==> src/rtl/pm_pkg.sv <==
package pm_pkg;
    typedef enum logic [1:0] {
        ST_HOLD = 2'd0,
        ST_RUN  = 2'd1,
        ST_STOP = 2'd2
    } pm_state_e;
endpackage

==> src/rtl/pm_addr_cmp.sv <==
module pm_addr_cmp #(
    parameter int                ADDR_W = 12,
    parameter logic [ADDR_W-1:0] MASK   = '1
) (
    input  logic [ADDR_W-1:0] addr,
    input  logic [ADDR_W-1:0] base,
    output logic              hit
);
    always_comb hit = ((addr ^ base) & MASK) == '0;
endmodule

==> src/rtl/pm_ctrl.sv <==
module pm_ctrl
    import pm_pkg::*;
(
    input  logic      clk,
    input  logic      rst,
    input  logic      mclk_strap,
    input  logic      alt_strap,
    input  logic      clk_dis,
    output pm_state_e st,
    output logic      cd_en,
    output logic      alt_en
);
    pm_state_e nxt;

    always_ff @(posedge clk) begin
        if (rst) st <= ST_HOLD;
        else     st <= nxt;
    end

    always_comb begin
        nxt = st;
        unique case (st)
            ST_HOLD: nxt = ST_RUN;
            ST_RUN:  if (clk_dis)  nxt = ST_STOP;
            ST_STOP: if (!clk_dis) nxt = ST_RUN;
            default: nxt = ST_HOLD;
        endcase
    end

    // Straps load only on the HOLD -> RUN transition.
    always_ff @(posedge clk) begin
        if (!rst && st == ST_HOLD) begin
            cd_en  <= ~mclk_strap;
            alt_en <= ~alt_strap;
        end
    end
endmodule

==> src/rtl/pinmux_strap_top.sv <==
module pinmux_strap_top
    import pm_pkg::*;
#(
    parameter int                ADDR_W   = 12,
    parameter int                HI_W     = 4,
    parameter logic [ADDR_W-1:0] CMP_MASK = 12'hFF8
) (
    input  logic              clk,
    input  logic              rst,
    input  logic              mclk_pin_i,
    input  logic              mclk_src,
    output logic              mclk_out,
    output logic              mclk_oe,
    input  logic              alt_strap_i,
    input  logic [HI_W-1:0]   hi_pin_i,
    output logic [HI_W-1:0]   hi_pin_o,
    output logic [HI_W-1:0]   hi_pin_oe,
    output logic [HI_W-1:0]   addr_hi,
    input  logic [ADDR_W-1:0] bus_addr,
    input  logic [ADDR_W-1:0] cd_base,
    input  logic [ADDR_W-1:0] alt_base,
    input  logic              gpo_bit,
    input  logic              vol_en,
    input  logic              clk_dis,
    input  logic              xpin_i,
    output logic              xpin_o,
    output logic              xpin_oe,
    output logic              vol_btn
);
    localparam int REST_W = HI_W - 1;

    pm_state_e st;
    logic      cd_en;
    logic      alt_en;
    logic      pri_hit;
    logic      alt_hit;

    pm_ctrl u_ctrl (
        .clk        (clk),
        .rst        (rst),
        .mclk_strap (mclk_pin_i),
        .alt_strap  (alt_strap_i),
        .clk_dis    (clk_dis),
        .st         (st),
        .cd_en      (cd_en),
        .alt_en     (alt_en)
    );

    pm_addr_cmp #(.ADDR_W(ADDR_W), .MASK(CMP_MASK)) u_pri_cmp (
        .addr (bus_addr),
        .base (cd_base),
        .hit  (pri_hit)
    );

    pm_addr_cmp #(.ADDR_W(ADDR_W), .MASK(CMP_MASK)) u_alt_cmp (
        .addr (bus_addr),
        .base (alt_base),
        .hit  (alt_hit)
    );

    always_comb begin
        mclk_oe   = 1'b0;
        mclk_out  = 1'b0;
        hi_pin_oe = '0;
        hi_pin_o  = '1;
        addr_hi   = hi_pin_i;
        xpin_o    = 1'b1;
        xpin_oe   = 1'b1;
        vol_btn   = 1'b0;
        unique case (st)
            ST_HOLD: begin
                // Clock pin released for strap reading, selects idle.
                xpin_o  = 1'b1;
                xpin_oe = 1'b1;
            end
            ST_RUN, ST_STOP: begin
                mclk_oe  = 1'b1;
                mclk_out = (st == ST_RUN) && mclk_src;
                if (cd_en) begin
                    hi_pin_oe = '1;
                    hi_pin_o  = {{REST_W{1'b1}}, ~pri_hit};
                    addr_hi   = '0;
                end
                // Precedence: volume enable, then alternate select, then GPO.
                if (vol_en) begin
                    xpin_oe = 1'b0;
                    vol_btn = xpin_i;
                end else if (alt_en) begin
                    xpin_o = ~alt_hit;
                end else begin
                    xpin_o = gpo_bit;
                end
            end
            default: ;
        endcase
    end
endmodule

==> config.mk <==
export PLATFORM = sky130hd
export DESIGN_NAME = pinmux_strap_top
export DESIGN_NICKNAME = d
export VERILOG_FILES = /design/src/rtl/pm_pkg.sv /design/src/rtl/pm_addr_cmp.sv /design/src/rtl/pm_ctrl.sv /design/src/rtl/pinmux_strap_top.sv
export SDC_FILE = /design/constraint.sdc
export NUM_CORES = 1
export LEC_CHECK = 0
export BUFFER_PORTS_ARGS = -buffer_cell sky130_fd_sc_hd__buf_4
export CAP_MARGIN = 0
export CORE_UTILIZATION = 31
export DETAILED_ROUTE_END_ITERATION = 10
export MAX_ROUTING_LAYER = met4
export PLACE_DENSITY_LB_ADDON = 0.05
export SETUP_SLACK_MARGIN = 0.5
export SYNTH_ARGS = -nofsm -noshare
export SYNTH_HDL_FRONTEND = slang
export SYNTH_HIERARCHICAL = 1
export SYNTH_SLANG_ARGS = --single-unit
export TNS_END_PERCENT = 5
==> constraint.sdc <==
create_clock -name clk -period 1.2 [get_ports clk]
set_input_delay 0 -clock clk [delete_from_list [all_inputs] [get_ports clk]]
set_output_delay 0 -clock clk [all_outputs]
set_load 0.02 [all_outputs]
Yosys cells after proc, flatten, opt, wreduce, memory -nomap -nowiden
Index checks and enable logic that the tools add are counted.
W data, S select, Z words.
{"block": "word_totals", "register_bits": 4, "inputBits": 49, "output_inout_bits": 17, "elab_cells": 39}
{"block": "classes", "n_reduce_logical": 8, "n_bitwise": 6, "n_eq_ne": 4, "mux": 18}
{"operator": "$logic_not A12 Y1", "count": 2}
{"operator": "$xor A12 B12 Y12", "count": 2}
{"operator": "$mux W4", "count": 4}
{"operator": "$mux W1", "count": 11}
{"operator": "$pmux W2 S3", "count": 1}
{"operator": "$mux W2", "count": 2}
{"operator": "$ne A2 B2 Y1 const B", "count": 2}
{"operator": "$not A1 Y1", "count": 4}
{"operator": "$eq A2 B1 Y1 const B", "count": 1}
{"operator": "$eq A2 B2 Y1 const B", "count": 1}
{"operator": "$logic_and A1 B1 Y1", "count": 2}
{"operator": "$logic_not A2 Y1", "count": 1}
{"operator": "$reduce_and A2 Y1", "count": 1}
{"operator": "$reduce_or A2 Y1", "count": 1}
{"operator": "$logic_not A1 Y1", "count": 1}

Longest topological paths before layout
Gate-level depths: netlist of the first run.
{"block": "depth", "word_depth": 6, "ltp_mapped": 5, "depth_no_buf": 5}

Hierarchy
The synthesis of the first run kept the hierarchy.
{"module": "pm_addr_cmp", "cells_each": 12, "area_per_inst_um2": 102.6, "seq_area_each_um2": 0.0, "n_inst": 2}
{"module": "pinmux_strap_top", "cells_each": 26, "area_per_inst_um2": 168.9, "seq_area_each_um2": 0.0, "n_inst": 1}
{"module": "pm_ctrl", "cells_each": 11, "area_per_inst_um2": 151.4, "seq_area_each_um2": 100.1, "n_inst": 1}

Worst setup path after synthesis of the first run
No wires, ideal clock.
{"block": "synth_path", "path_kind": "register to output", "start": "register u_ctrl.st[0]", "end": "output port hi_pin_o[0]", "stages_incl_launch_ff": 6, "path_buffers": 0, "required_ps": 1200, "arrival_time_ps": 1293, "slack_ps": -93, "path_cell_list": "dfxtp_1 > inv_1 > ha_1 > nand2b_4 > inv_1 > nand2_1"}
{"block": "synth_via", "elab_chain_cells": 3, "word_cells_on_any_way": 4, "cone_classes": "2 x eq/ne; 1 x mux; 1 x reduce/logical"}
{"element": "start: declaration", "line": "pm_ctrl.sv:9", "text": "output pm_state_e st,"}
{"element": "start signal: assignment", "line": "pm_ctrl.sv:17", "text": "else st <= nxt;"}
{"element": "$eq A2 B1 Y1 / $eq A2 B2 Y1 (equally long branches)", "line": "pinmux_strap_top.sv:70", "text": "unique case (st)"}
{"element": "$reduce_or A2 Y1 (*)", "line": "pinmux_strap_top.sv:70"}
{"element": "$mux W1 (*)", "line": "pinmux_strap_top.sv:70"}
{"element": "end: declaration", "line": "pinmux_strap_top.sv:16", "text": "output logic [HI_W-1:0] hi_pin_o,"}
Mark *: on every way between the ends. The rest lies on a longest branch, timed or not.

Worst setup path after layout of the first run
Same ends and word-level chain as after synthesis.

==> results list, run 1 <==
* Power density over the cells: just over 700 nW/um^2
- TritonCTS clock tree: done
- Number of I/O pins: 66
- In this run the most critical hold path is launched from alt_strap_i.
- Once routing completed, OpenROAD measured the worst setup slack at -0.115 ns.
- From synthesis to final layout, the design area changed by 97.1%.
- The number of global-route vias before repair was roughly 530.
- For this run the aggregate overflow at the end of global routing stands at 0.
- Entering global routing, the biggest net connects 6 pins.
* Max-slew violation count: 0
- Average cell area after synthesis: ~8.6 um^2
- Counting flops with a built-in enable in the synthesized netlist gives 2.
* Largest area contributor in the synthesized netlist: sky130_fd_sc_hd__xnor2_1
- Input and output buffers added on the ports amount to 53.
* Series of cell instances along the critical path: inv_2 -> ha_4 -> nand2b_4 -> clkinvlp_4 -> nand2_2 -> buf_6
* Layout cells sized above 1: 0.619
* Worst min-delay path class: input port to flop
- Area of the core: 1540 um^2
- Drt initial violations: 4
* Setup clock skew after layout: around 0.010 ns
- Critical Path Start Type: flop
- Largest stage delay on the critical path: approximately 0.34 ns
* Antenna cell count: 0
* DIE HEIGHT: about 43 um
* Count of non-filler cells in the finished layout: ~130
- Chip width: 43.2 um
* Endpoint arrival time on the critical path: about 1.3 ns
- Final hold violation count: 0
- Along the worst path, the maximum fanout reaches 5.
- The detail route stage leaves a number of antenna-violating nets equal to 0.
- Synth cell count leaders: sky130_fd_sc_hd__xnor2_1, sky130_fd_sc_hd__buf_4, sky130_fd_sc_hd__inv_1, sky130_fd_sc_hd__and2_1, sky130_fd_sc_hd__xor2_1
* Average wire per standard cell: about 10 um
- The share of synthesized area in the top cell type comes to 0.250.
- Clk buf depth: 2
- In the final design database the tool counted between 150 and 200 nets.
* Number of vias after detailed routing: approximately 600
- After clock tree synthesis, the clock-pin slew on the worst setup and hold paths is roughly 0.04 ns.
- Using the TritonRoute via totals, the vias-per-cell ratio works out to roughly 4.4.
* Failing checks: setup timing
- Leak Pwr: around 0.49 nW
- Num rows: 14
- After synthesis the netlist holds a flip-flop and latch count of 4.
- RSZ-0062 raised after global routing: yes
- Part of the Yosys area used for sequential elements: 0.190
* Cell count after placement: around 130
- The critical path is of the flop to output pin type.
- Starting Density: 0.341
- # DRC: 0
- The die covers 1860 um^2.
* Number of antenna violations at the first check in global routing: 0
* Buffering stage count on the worst path with inverters included: 3
- Count of H-tree levels built during CTS: 1
- The startpoint identified for the worst register-to-register timing path is u_ctrl/st[0]$_SDFFE_PP0P_.
- Total Routed Length: approximately 1400 um
- Commonest register cell after synthesis: sky130_fd_sc_hd__edfxtp_1
- Critical path launch point: u_ctrl/st[0]$_SDFFE_PP0P_
- The Yosys step of the flow raised 6 warnings.
* Fraction of registers with async set/reset: 0
* Clock latency on the worst-skew pair: 0.24 ns
- The synthesized netlist occupies a cell area of around 530 um^2.
- Sorting the synthesized cells by area gives the leading types as sky130_fd_sc_hd__xnor2_1, sky130_fd_sc_hd__edfxtp_1, sky130_fd_sc_hd__buf_4.
- The most common cell in the synthesized netlist is sky130_fd_sc_hd__xnor2_1.
- The cell sitting at the root of the clock tree is a sky130_fd_sc_hd__clkbuf_4.
- The number of setup buffers added after CTS is 0.
- MaxCap Viol Count: 0
- Worst IR Drop VDD: around 0.00084 V
- Across every metal layer, demand over resource in global routing totals 0.154.
* Kind of cell adding the most delay to the critical path: flip-flops
* Library cell contributing the largest single delay on the critical path: sky130_fd_sc_hd__dfxtp_4
* Run status: complete, but fails checks
- Final GP Congestion: a little over 0.7
- Counting I/O delays and the setup requirement, the final critical path takes between 1 and 1.5 ns.
- The cell count after synthesis came out at just over 60.
- The clock drives 4 sinks.
- Overall power of the completed layout: roughly 0.00075 W
- In the finished design, the share of the clock period the worst path needs comes to 1.10.
- In this run, distinct cell masters in the synthesized netlist total 22.
- The HPWL after detailed placement is between 1000 and 1500 um.
* Maximum achievable frequency: approximately 0.76 GHz
- Clock buffer count from CTS: 3
- Setup violations remaining at the end of the flow were counted as 9.
- The first global-routing pass estimated 2140 um of wire.
- Detailed-routing iteration count for the pre-antenna-repair pass: 2
* Kind of end point of the critical path: output pin
- Req. time, crit path: between 1 and 1.5 ns
-- cell families (layout without fill, tap and decap cells) --
group | after synthesis | in the layout | synth area share
AO/OA/AOI/OAI | 1 | 1 | 0.00951
flip-flops | 4 | 4 | 0.190
buffers and inverters | 12 | 67 | 0.129
AND/OR/NAND/NOR | 21 | 21 | 0.279
other | 1 | 3 | 0.00714
XOR/XNOR | 19 | 19 | 0.317
adder cells (fa/ha/maj) | 3 | 3 | 0.0690
-- state kept, by name (all words and copies together), names as in the netlist --
| signal | cells |
|---|---|
| u_ctrl/cd_en | 1 |
| u_ctrl/st | 2 |
| u_ctrl/alt_en | 1 |
-- final timing paths --
check / end / slack (ns) / cells after the start
setup / recovery: hi_pin_o[0] / -0.12 / 6
hold / removal: u_ctrl/alt_en$_DFFE_PP_ / 0.02 / 2
setup reg to reg: u_ctrl/st[0]$_SDFFE_PP0P_ / 0.21 / 3
hold reg to reg: u_ctrl/cd_en$_DFFE_PP_ / 0.60 / 1
-- placed cells by master (no fill, tap or decap), drive strengths merged --
cell         count
nand2            2
dfxtp            2
o21ai            1
nor3b            1
nor2             3
xnor2           15
clkinvlp         1
clkbuf           4
inv              5
conb             3
nor3             1
xor2             4
dlygate4sd3      2
maj3             1
nand4            2
and2             6
nor4             2
ha               2
and3             1
nand3            2
edfxtp           2
nand2b           1
buf             55
-- worst register-to-register path, stage by stage, from the launching register on --
cell and delay (ns):
sky130_fd_sc_hd__dfxtp_4 0.34, sky130_fd_sc_hd__buf_4 0.16, sky130_fd_sc_hd__maj3_2 0.31, sky130_fd_sc_hd__nor2_2 0.11
-- through the flow --
stage,hold WS (ns),utilization,worst slack (ns),setup TNS [ns],area (um^2)
2_1_floorplan,0.0576,-,0.0398,0,567
3_3_place_gp,0.178,0.612,0.0879,0,943
3_5_place_dp,0.188,0.612,0.0756,0,943
4_1_cts,0.00273,0.666,-0.133,-1.05,1030
5_1_grt,0.0320,0.672,-0.192,-1.61,1040
6_report,0.0166,0.672,-0.115,-0.905,1040
-- cell type report --
type	instances	area [um^2]
clock buffers	4	26.3
fillers	137	505
inverters	6	26.3
multi-input cells	47	399
flip-flops and latches	4	105
well taps	16	20.0
repair buffers	57	459
-- report_power, final --
part / switching [W] / total (W) / leakage, nW / internal, W
sequential: 0.00000810 / 0.000163 / 0.0363 / 0.000155
combinational: 0.000173 / 0.000399 / 0.436 / 0.000226
clock: 0.0000593 / 0.000184 / 0.0150 / 0.000125
total: 0.000240 / 0.000746 / 0.487 / 0.000506
-- timing repair --
| action | CTS | global route |
|---|---|---|
| endpoints found under the hold margin | 2 | 1 |
| setup endpoints to repair | 18 | 18 |
| resized for setup | 11 | 0 |
| hold buffers | 1 | 1 |
| pin swaps | 4 | 2 |
| cloned | 0 | 0 |
-- layer usage --
metal  global-route usage  part of all wire  routed length (um)  up-vias
met5                    -                 0                   0        -
met3               0.0426              0.12                 168        2
met1                0.160              0.35                 487      256
met4               0.0424             0.018                  25        0
met2                0.281              0.51                 696       39
li1                     -                 -                   -      299
No activity file was read; power rests on OpenSTA's default activity.
==> inputs of run 2 (changes only) <==
--- a/config.mk
+++ b/config.mk
@@ -7,7 +7,7 @@
 export LEC_CHECK = 0
 export BUFFER_PORTS_ARGS = -buffer_cell sky130_fd_sc_hd__buf_4
 export CAP_MARGIN = 0
-export CORE_UTILIZATION = 31
+export CORE_UTILIZATION = 34
 export DETAILED_ROUTE_END_ITERATION = 10
 export MAX_ROUTING_LAYER = met4
 export PLACE_DENSITY_LB_ADDON = 0.05
==> constraint.sdc (replaced) <==
create_clock -name clk -period 1.55 [get_ports clk]
set_input_delay 0 -clock clk [delete_from_list [all_inputs] [get_ports clk]]
set_output_delay 0 -clock clk [all_outputs]
set_load 0.02 [all_outputs]
==> results list, run 2 (synthesis results as in run 1) <==
- Run status: finished, final reports clean
- Static timing analysis puts the maximum clock frequency at 0.750 GHz.
* Final HPWL DP: 1100 um (-4.8%)
- Setup clock skew after layout: 0.00634 ns (-0.00413 ns)
* Top library cells by usage in the layout, fill and taps aside: sky130_fd_sc_hd__buf_4, sky130_fd_sc_hd__xnor2_1, sky130_fd_sc_hd__and2_1, sky130_fd_sc_hd__inv_1, sky130_fd_sc_hd__xor2_1
- The final net count came to 171 (+0.59%).
- The leakage power is 0.478 nW (-1.8%).
* RSZ-0062 raised after global routing: yes
- Starting Density: 0.385 (+0.0437)
- The number of buffers added on ports was 53 (unchanged).
- On the critical path the largest part of the delay comes from flip-flops.
* Buffering stage count on the worst path with inverters included: 3 (unchanged)
* Min-Delay Path Depth: 2 (unchanged)
* Endpoint arrival time on the critical path: 1.33 ns (about the same)
- Share of the clock period used by the worst path after layout: 0.860
* Worst Path Max Fanout: 5 (unchanged)
* Number of antenna violations at the first check in global routing: 0 (unchanged)
* Area of the core: 1370 um^2 (-11%)
- Clock period minus final worst setup slack: ~1.3 ns
* Chip width: 41.3 um (-4.3%)
* Final hold violation count: 0 (unchanged)
- MaxCap Viol Count: 0 (unchanged)
- The global routing usage summed across all routing layers came to 0.178 (+0.0239).
- DP Area: 927 um^2 (-1.7%)
- The number of DRC markers in iteration 0 came to 2 (-2).
- Endpoints failing setup: 0 (-9)
- DIE HEIGHT: 41.3 um (-4.3%)
- # DRC: 0 (unchanged)
- The die area was 1710 um^2 (-8.4%).
* Largest stage delay on the critical path: 0.34 ns (about the same)
* Clk Tree Root Cell: sky130_fd_sc_hd__clkbuf_4
- The source-to-sink clock delay at the later pin of the worst-skew pair is 0.25 ns (about the same).
* Final GP Congestion: 0.602 (-15%)
* Critical Path Start Type: flop
- Antenna cell count: 0 (unchanged)
* Max-slew violation count: 0 (unchanged)
- The number of global-route vias before repair came to 528 (+0.19%).
- Reg clk slew, reported paths: 0.04 ns (about the same)
* Wire length of the first global-routing pass: 1870 um (-13%)
- Detailed-routing iteration count for the pre-antenna-repair pass: 2 (unchanged)
* Total Routed Length: 1360 um (-1.5%)
- Series of cell instances along the critical path: inv_2 -> ha_4 -> nand2b_4 -> clkinvlp_4 -> nand2_2 -> buf_6
- Number of vias after detailed routing: 583 (-2.2%)
- The worst setup path is captured at an output pin.
- Power density over the cells: 565 nW/um^2 (-22%)
* Clock buffer count from CTS: 3 (unchanged)
- The number of cells traversed by the worst register-to-register path is 3 (unchanged).
* Number of I/O pins: 66 (unchanged)
* Clk buf depth: 2 (unchanged)
- The largest registers in the layout are u_ctrl/st (2), u_ctrl/alt_en (1), u_ctrl/cd_en (1).
- Remaining global-route overflow: 0 (unchanged)
- Layout cells sized above 1: 0.597 (-0.0220)
- The total non-filler cell area in the finished layout is 1000 um^2 (-3.1%).
- Accumulated negative setup slack: 0 ns (+0.905 ns)
* Average wire per standard cell: 10.1 um (-1.5%)
- Worst IR Drop VDD: 0.000327 V (-61%)
- Worst min-delay path class: input port to flop
* Antenna Violating Nets Remaining: 0 (unchanged)
* Vias per cell: 4.35 (-2.2%)
- Maximum number of pins on one net before global-route repair: 6 (unchanged)
- Compared with the post-synthesis result, the final layout area differs by 91.0%.
- The slowest stage of the critical path is the sky130_fd_sc_hd__dfxtp_4 cell.
- TritonCTS built the clock tree.
- Clock tree sinks: 4 (unchanged)
- Largest register by flop count: u_ctrl/st
* Path length in cells of the critical path: 6 (unchanged)
- The data required time of the critical path came to 1.55 ns (+0.35 ns).
- The worst setup path is of the flop to output pin kind.
- Most common library cell in the layout ignoring fill and taps: sky130_fd_sc_hd__buf_4
- The standard-cell row count was 13 (-1).
- Count of H-tree levels built during CTS: 1 (unchanged)
- The number of flip-flops in the largest register is 2 (unchanged).
-- run 2: cell types whose count changed in the layout (fill, tap and decap cells not counted), sizes merged --
cell and change:
dlygate4sd3 +1
-- run 2: worst paths after layout --
| path | start | to | slack [ns] |
|---|---|---|---|
| max | u_ctrl/st[0]$_SDFFE_PP0P_ | hi_pin_o[0] | 0.22 |
| min | clk_dis | u_ctrl/st[1]$_SDFFE_PP0P_ | 0.03 |
| max reg2reg | u_ctrl/st[0]$_SDFFE_PP0P_ | u_ctrl/alt_en$_DFFE_PP_ | 0.35 |
| min reg2reg | u_ctrl/st[1]$_SDFFE_PP0P_ | u_ctrl/st[1]$_SDFFE_PP0P_ | 0.62 |
-- run 2: metal layers --
layer,vias to the layer above,wire [um],global-route usage
met3,4,166,0.0479
met4,0,31,0.0484
met2,36,768,0.395
met5,-,0,-
li1,299,-,-
met1,244,390,0.130
-- run 2: timing repair --
| item | CTS | global route |
|---|---|---|
| setup buffers | 1 | 1 |
| hold endpoints to repair | 3 | 1 |
| hold buffers | 2 | 1 |
| endpoints found under the setup margin | 14 | 16 |
| gates resized for setup | 2 | 0 |
| pin swaps | 2 | 0 |
-- run 2: final cells by class --
type                            count  area (um^2)
Inverter                            6         26.3
Multi-Input combinational cell     47          380
Tap cell                           15         18.8
Sequential cell                     4          105
Fill cell                         107          363
Clock buffer                        4         26.3
Timing Repair Buffer               58          447
-- run 2: power by group --
| group | internal (W) | switching [W] | leakage, nW |
|---|---|---|---|
| Sequential | 0.000120 | 0.00000610 | 0.0363 |
| Clock | 0.0000970 | 0.0000498 | 0.0150 |
| Combinational | 0.000166 | 0.000128 | 0.427 |
-- run 2: through the flow --
step | total power [W] | cells | setup slack, ns | hold slack [ns] | util
6_report | 0.000567 | 134 | 0.217 | 0.0264 | 0.734
2_1_floorplan | 0.000288 | 63 | 0.390 | 0.0576 | -
3_3_place_gp | 0.000404 | 125 | 0.388 | 0.180 | 0.679
3_5_place_dp | 0.000408 | 125 | 0.370 | 0.180 | 0.679
4_1_cts | 0.000565 | 132 | 0.206 | 0.00423 | 0.722
5_1_grt | 0.000608 | 134 | 0.140 | 0.0316 | 0.734
